## src/rtl/sched_pkg.sv

```systemverilog
package sched_pkg;
  typedef enum logic [2:0] {
    ST_LAUNCH,
    ST_RUN,
    ST_SAVE,
    ST_RESTORE,
    ST_DONE
  } sched_state_e;
endpackage

```

## src/rtl/slot_picker.sv

```systemverilog
module slot_picker #(
  parameter int NTASK = 4,
  localparam int IDXW = $clog2(NTASK)
) (
  input  logic [NTASK-1:0] valid_i,
  input  logic [IDXW-1:0]  cur_i,
  output logic [IDXW-1:0]  first_o,
  output logic [IDXW-1:0]  next_o,
  output logic             any_o
);
  // Lowest-numbered nonempty slot.
  function automatic logic [IDXW-1:0] lowest_valid(input logic [NTASK-1:0] v);
    logic [IDXW-1:0] r;
    logic found;
    r = '0;
    found = 1'b0;
    for (int k = 0; k < NTASK; k++) begin
      if (!found && v[k]) begin
        r = IDXW'(k);
        found = 1'b1;
      end
    end
    return r;
  endfunction

  // First nonempty slot after c, wrapping; c itself is tried last.
  function automatic logic [IDXW-1:0] after_valid(input logic [NTASK-1:0] v,
                                                  input logic [IDXW-1:0] c);
    logic [IDXW-1:0] r;
    logic found;
    int s;
    r = c;
    found = 1'b0;
    for (int k = 1; k <= NTASK; k++) begin
      s = (int'(c) + k) % NTASK;
      if (!found && v[s]) begin
        r = IDXW'(s);
        found = 1'b1;
      end
    end
    return r;
  endfunction

  assign first_o = lowest_valid(valid_i);
  assign next_o  = after_valid(valid_i, cur_i);
  assign any_o   = |valid_i;
endmodule

```

## src/rtl/slice_timer.sv

```systemverilog
module slice_timer #(
  parameter int QW = 6
) (
  input  logic          clk,
  input  logic          rst_n,
  input  logic          run_i,
  input  logic          tick_i,
  input  logic [QW-1:0] quota_i,
  output logic          expire_o,
  output logic [QW-1:0] count_o
);
  logic [QW-1:0] cnt_q;
  logic [QW:0]   cnt_inc;

  assign cnt_inc  = {1'b0, cnt_q} + (QW+1)'(1);
  assign expire_o = run_i && tick_i && (cnt_inc >= {1'b0, quota_i});
  assign count_o  = cnt_q;

  always_ff @(posedge clk) begin
    if (!rst_n)             cnt_q <= '0;
    else if (!run_i)        cnt_q <= '0;
    else if (expire_o)      cnt_q <= '0;
    else if (tick_i)        cnt_q <= cnt_inc[QW-1:0];
  end

  // the count never reaches the allotment while a task runs
  assert_count_bound_R3: assert property (@(posedge clk) disable iff (!rst_n)
    (run_i && quota_i != '0) |-> (cnt_q < quota_i));

  // each slice starts counting from zero
  assert_count_restart_R10: assert property (@(posedge clk) disable iff (!rst_n)
    $rose(run_i) |-> (cnt_q == '0));
endmodule

```

## src/rtl/slice_sched.sv

```systemverilog
module slice_sched
  import sched_pkg::*;
#(
  parameter int NTASK = 4,
  parameter int QW    = 6,
  parameter int SPW   = 5,
  parameter int SEG   = 8,
  localparam int IDXW  = $clog2(NTASK),
  localparam int INFOW = QW + IDXW
) (
  input  logic                clk,
  input  logic                rst_n,
  input  logic [NTASK*QW-1:0] quota_i,
  input  logic                tick_i,
  input  logic                yield_i,
  output logic [IDXW-1:0]     cur_task_o,
  output logic                save_o,
  output logic [IDXW-1:0]     save_idx_o,
  output logic                restore_o,
  output logic [IDXW-1:0]     restore_idx_o,
  output logic                done_o,
  output logic [SPW-1:0]      stack_base_o,
  output logic [INFOW-1:0]    task_info_o
);
  // Return-stack base of a slot: slot 0 skips the reserved entry.
  function automatic logic [SPW-1:0] base_of(input logic [IDXW-1:0] idx);
    if (idx == '0) return SPW'(1);
    return SPW'(int'(idx) * SEG);
  endfunction

  sched_state_e    state_q;
  logic [IDXW-1:0] cur_q;
  logic [QW-1:0]   quota_arr [NTASK];
  logic [NTASK-1:0] valid;
  logic [QW-1:0]   cur_quota;
  logic [IDXW-1:0] first_idx, next_idx;
  logic            any_valid;
  logic            running, expire, switch_req;
  logic [QW-1:0]   slice_count;

  for (genvar g = 0; g < NTASK; g++) begin : g_slot
    assign quota_arr[g] = quota_i[g*QW +: QW];
    assign valid[g]     = (quota_i[g*QW +: QW] != '0);
  end

  assign cur_quota  = quota_arr[cur_q];
  assign running    = (state_q == ST_RUN);
  assign switch_req = running && (yield_i || expire);

  slot_picker #(.NTASK(NTASK)) u_picker (
    .valid_i (valid),
    .cur_i   (cur_q),
    .first_o (first_idx),
    .next_o  (next_idx),
    .any_o   (any_valid)
  );

  slice_timer #(.QW(QW)) u_timer (
    .clk      (clk),
    .rst_n    (rst_n),
    .run_i    (running),
    .tick_i   (tick_i),
    .quota_i  (cur_quota),
    .expire_o (expire),
    .count_o  (slice_count)
  );

  always_ff @(posedge clk) begin
    if (!rst_n) begin
      state_q <= ST_LAUNCH;
      cur_q   <= '0;
    end else begin
      case (state_q)
        ST_LAUNCH: if (any_valid) begin
          cur_q   <= first_idx;
          state_q <= ST_RESTORE;
        end
        ST_RUN:     if (switch_req) state_q <= ST_SAVE;
        ST_SAVE: begin
          cur_q   <= next_idx;
          state_q <= ST_RESTORE;
        end
        ST_RESTORE: state_q <= ST_DONE;
        ST_DONE:    state_q <= ST_RUN;
        default:    state_q <= ST_LAUNCH;
      endcase
    end
  end

  assign cur_task_o    = cur_q;
  assign save_o        = (state_q == ST_SAVE);
  assign save_idx_o    = cur_q;
  assign restore_o     = (state_q == ST_RESTORE);
  assign restore_idx_o = cur_q;
  assign done_o        = (state_q == ST_DONE);
  assign stack_base_o  = base_of(cur_q);
  assign task_info_o   = {cur_quota, cur_q};

  // strobe ordering and exclusion
  assert_save_then_restore_R6: assert property (@(posedge clk) disable iff (!rst_n)
    save_o |=> (restore_o && !save_o));
  assert_restore_then_done_R6: assert property (@(posedge clk) disable iff (!rst_n)
    restore_o |=> done_o);
  assert_strobes_exclusive_R6: assert property (@(posedge clk) disable iff (!rst_n)
    $onehot0({save_o, restore_o, done_o}));

  // only nonempty slots are restored; a lone slot is reselected
  assert_restore_nonempty_R2: assert property (@(posedge clk) disable iff (!rst_n)
    restore_o |-> valid[restore_idx_o]);
  assert_lone_reselect_R2: assert property (@(posedge clk) disable iff (!rst_n)
    (save_o && $countones(valid) == 1) |=> (restore_idx_o == $past(save_idx_o)));

  // a save always follows a yield or expiry seen while running
  assert_save_cause_R4: assert property (@(posedge clk) disable iff (!rst_n)
    $rose(save_o) |-> $past(switch_req));

  // outside the running state nothing can start a save
  assert_yield_ignored_R5: assert property (@(posedge clk) disable iff (!rst_n)
    (!running) |=> !save_o);

  // the current slot is held while a task runs
  assert_cur_held_R3: assert property (@(posedge clk) disable iff (!rst_n)
    (running && !switch_req) |=> $stable(cur_task_o));
endmodule

```

## config.mk

```make
export PLATFORM = sky130hd
export DESIGN_NAME = slice_sched
export DESIGN_NICKNAME = d
export VERILOG_FILES = /design/src/rtl/sched_pkg.sv /design/src/rtl/slot_picker.sv /design/src/rtl/slice_timer.sv /design/src/rtl/slice_sched.sv
export SDC_FILE = /design/constraint.sdc
export NUM_CORES = 1
export LEC_CHECK = 0
export ABC_AREA = 0
export BUFFER_PORTS_ARGS = -buffer_cell sky130_fd_sc_hd__buf_2
export CAP_MARGIN = 20
export CORE_MARGIN = 4
export CORE_UTILIZATION = 35
export CTS_CLUSTER_DIAMETER = 80
export DETAILED_ROUTE_END_ITERATION = 10
export PLACE_DENSITY = 0.71
export SKIP_LAST_GASP = 1
export SLEW_MARGIN = 0
export SYNTH_ARGS = -nofsm -noshare
export SYNTH_HDL_FRONTEND = slang
export SYNTH_SLANG_ARGS = --single-unit
```

## constraint.sdc

```tcl
create_clock -name clk -period 3.3 [get_ports clk]
set_input_delay 0.66 -clock clk [delete_from_list [all_inputs] [get_ports clk]]
set_output_delay 0.66 -clock clk [all_outputs]
set_load 0.01 [all_outputs]
```

==> impl_metrics.py <==
metrics = {
    "finish": {
        "n_antenna_cell": 0,
        "syn_to_final_growth_pct": 22.1,
        "drive_above_1_share_pct": 37.0,
        "fin_cells": 225,
        "fillers": 334,
        "fin_area_mm2": 0.00145,
        "multi_input_area_um2": 861,
        "nets": 218,
        "regArea_um2": 220,
    },
    "sta": {
        "setup_viol": 0,
        "finalSetupTns_ns": 0,
        "finalCritPeriodShare_pct": 79.7,
        "max_clock_freq_ghz": 0.380,
        "period_minus_slack_ns": 2.63,
        "final_hold_viol_count": 0,
        "report.final.slew_viol_count": 0,
        "finalClockSkew_ns": 0.00343,
        "rsz0062_at_grt": "no",
        "layout_setup_ws_ns": 0.671,
    },
    "route": {
        "drtPass1Iterations": 4,
        "drt-vias-per-instance": 4.83,
        "num_vias": 1086,
        "routed_wl_mm": 2.84,
        "postRouteAntennaNets": 0,
        "drt_iter0_markers": 47,
        "drcViolationCount": 0,
        "wl_per_cell_um": 12.6,
    },
    "power_and_ir_drop": {
        "net-switching-power_uw": 153,
        "power_density_mw_per_mm2": 298,
        "power.internal_uw": 278,
        "p_leak_nw": 0.666,
        "switching_share_pct": 35.5,
        "finalPower_uw": 432,
        "ir_drop_uv": 141,
        "pwr-share-seq_pct": 35.0,
        "clkPwrFrac_pct": 21.1,
        "combPwrFrac_pct": 44.0,
    },
    "synth": {
        "async_flop_share_pct": 0,
        "synthTopCellsByCount": "19 x nor2_1, 13 x nand2_1, 11 x dfxtp_1, 9 x inv_1",
        "synth_cell_types": 41,
        "ys_seq_area_share_pct": 18.5,
        "avgSynthCellArea_um2": 8.60,
        "syn_area_mm2": 0.00119,
        "synth.most_common_cell": "nor2_1",
        "synth-edff-count": 0,
        "yosysTopAreaCellShare_pct": 18.5,
        "synth.area.top_cells": "dfxtp_1 19%, mux4_2 15%, ha_1 8.4%",
        "syn-instance-count": 138,
        "synth_ff_type": "dfxtp_1",
        "ys_warn_count": 0,
        "ys_ff_latch": 11,
        "synth_top_area_cell": "dfxtp_1",
    },
    "grt": {
        "grt_max_degree": 16,
        "grt_overflow_total": 0,
        "grt_usage_pct": 13.2,
        "grt_pass1_vias": 1040,
        "antenna_found_initial": 0,
        "grt_pass1_wl_mm": 4.62,
    },
    "placed_design": {
        "preCtsSetupSlack_ns": 0.414,
        "gp_congestion": 0.799,
        "hpwlAfterDp_mm": 2.39,
        "placedCellCount": 221,
        "portBuffers": 47,
        "dpl_cell_area_mm2": 0.00142,
    },
    "floorplanning": {
        "io_pins": 50,
        "die_h_um": 66.2,
        "rows": 20,
        "coreArea_mm2": 0.00315,
        "die_width_um": 66.2,
        "design.die.area_mm2": 0.00439,
        "start_util_pct": 37.7,
    },
    "setup_path": {
        "endpoint_kind": "flop",
        "reg2reg_slack_ns": 0.67,
        "worst-setup-path-type": "reg -> reg",
        "cp_max_fo": 6,
        "crit_chain": "mux4_2 -> ha_1 -> nand2b_1 -> a21o_1 -> a21o_1 -> a211o_1 -> a21oi_1 -> o21ai_1 -> nor2_1",
        "start_kind": "flop",
        "worst_r2r_path_depth": 9,
        "slowest_stage": "mux4_2",
        "r2r_start": "cur_task_o[1]$_SDFFE_PN0P_",
        "cp_slowest_stage_delay_ns": 0.56,
        "critPathBufInv": 0,
        "cp_top_family": "compound AO/OA/AOI/OAI gates",
        "r2r_end": "u_timer.count_o[2]$_SDFFE_PP0P_",
        "arrival_ns": 2.83,
        "crit_top_cell": "a21o_1",
        "required_ns": 3.50,
    },
    "min_path": {
        "worstHoldPathType": "reg -> reg",
        "whs_path_depth": 2,
        "min_to": "state_q[2]$_SDFFE_PN0P_",
        "min_from": "state_q[0]$_SDFFE_PN0P_",
    },
    "clock_network": {
        "htree_levels": 1,
        "cts_root_buffer": "clkbuf_4",
        "cts_resized": 0,
        "cts_setup_buffers": 0,
        "cts_max_path_buffers": 2,
        "hold_buffers": 0,
        "numClockSinks": 11,
        "cts_tree": "done",
        "clk-insertion-delay-late_ns": 0.26,
        "clk_pin_slew_worst_paths_ns": 0.07,
        "cts_buffers": 3,
    },
    "status": {
        "status": "finished clean",
    },
    "run": {
        "cap_viol_max_count": 0,
    },
}
[worst register-to-register path, delay by kind of cell (launching register included)]
kind            cells  cell delay [ns]
simple gates        2             0.28
compound gates      5             0.97
fa+ha+maj           1             0.29
flops               1             0.46
mux                 1             0.56
[flip-flops by register name, indices dropped and copies added, names as in the netlist]
signal / flops
state_q: 3
u_timer.count_o: 6
cur_task_o: 2
[per-stage QoR]
stage,hold WS (ns),utilization (%)
floorplan,0.501,-
global placement,0.544,45.2
detailed placement,0.541,45.2
CTS,0.550,46.0
global route,0.602,46.0
finish,0.550,46.0
[cells by family after synthesis]
logic type / Yosys count / synth area share [%]
and+or+nand+nor: 56 / 24.2
AOI/OAI and AO/OA: 22 / 14.3
buffers and inverters: 21 / 9.27
DFF: 11 / 18.5
muxes: 10 / 18.2
xor gates and xnor gates: 9 / 6.64
adders and majority gates: 8 / 8.43
other: 1 / 0.316
[power by group through the flow]
stage | clock network (mW) | logic, mW | registers (mW)
3_3_place_gp | 0 | 0.190 | 0.154
3_5_place_dp | 0 | 0.191 | 0.154
6_report | 0.0910 | 0.190 | 0.151
5_1_grt | 0.0972 | 0.211 | 0.153
4_1_cts | 0.0928 | 0.192 | 0.151
2_1_floorplan | 0 | 0.134 | 0.154
[layout make-up]
type | count | area share [%]
Multi-Input combinational cell | 107 | 59.4
Timing Repair Buffer | 49 | 17.3
Sequential cell | 11 | 15.2
Tap cell | 44 | 3.80
Inverter | 10 | 2.59
Clock buffer | 4 | 1.81
[how the worst max path moves through the flow]
stage                     depth (start not counted)                  startpoint                              end
after global routing                              9  cur_task_o[1]$_SDFFE_PN0P_  u_timer.count_o[0]$_SDFFE_PP0P_
final                                             9  cur_task_o[1]$_SDFFE_PN0P_  u_timer.count_o[2]$_SDFFE_PP0P_
after detailed placement                         10                 quota_i[18]  u_timer.count_o[2]$_SDFFE_PP0P_
after global placement                           10                 quota_i[18]  u_timer.count_o[4]$_SDFFE_PP0P_
after floorplan                                  10  cur_task_o[0]$_SDFFE_PN0P_  u_timer.count_o[0]$_SDFFE_PP0P_
after CTS                                         9  cur_task_o[1]$_SDFFE_PN0P_  u_timer.count_o[2]$_SDFFE_PP0P_
[cells in the final DEF, fill, tap and decap left out, types with 2 or more instances in the layout]
cell and count:
buf_4 2, a21oi_1 2, clkbuf_4 3, inv_1 9, nand3_1 2, a21o_1 2
nor2_1 19, nand2_1 13, nand4_1 2, conb_1 2, o21ai_1 2, nor4_2 2
nor4_1 3, nand2b_1 5, o21a_1 3, dfxtp_1 11, xnor2_1 3, o21ai_0 2
buf_2 47, and2_1 4, mux4_2 8, a31oi_1 3, ha_1 8, xor2_1 6
[metal layers]
metal	wire length [µm]	GRT usage, %
met1	1360	16.9
met2	1360	23.8
met3	106	2.04
met4	8	1.52
met5	0	0
(Power assumes the default switching activity.)
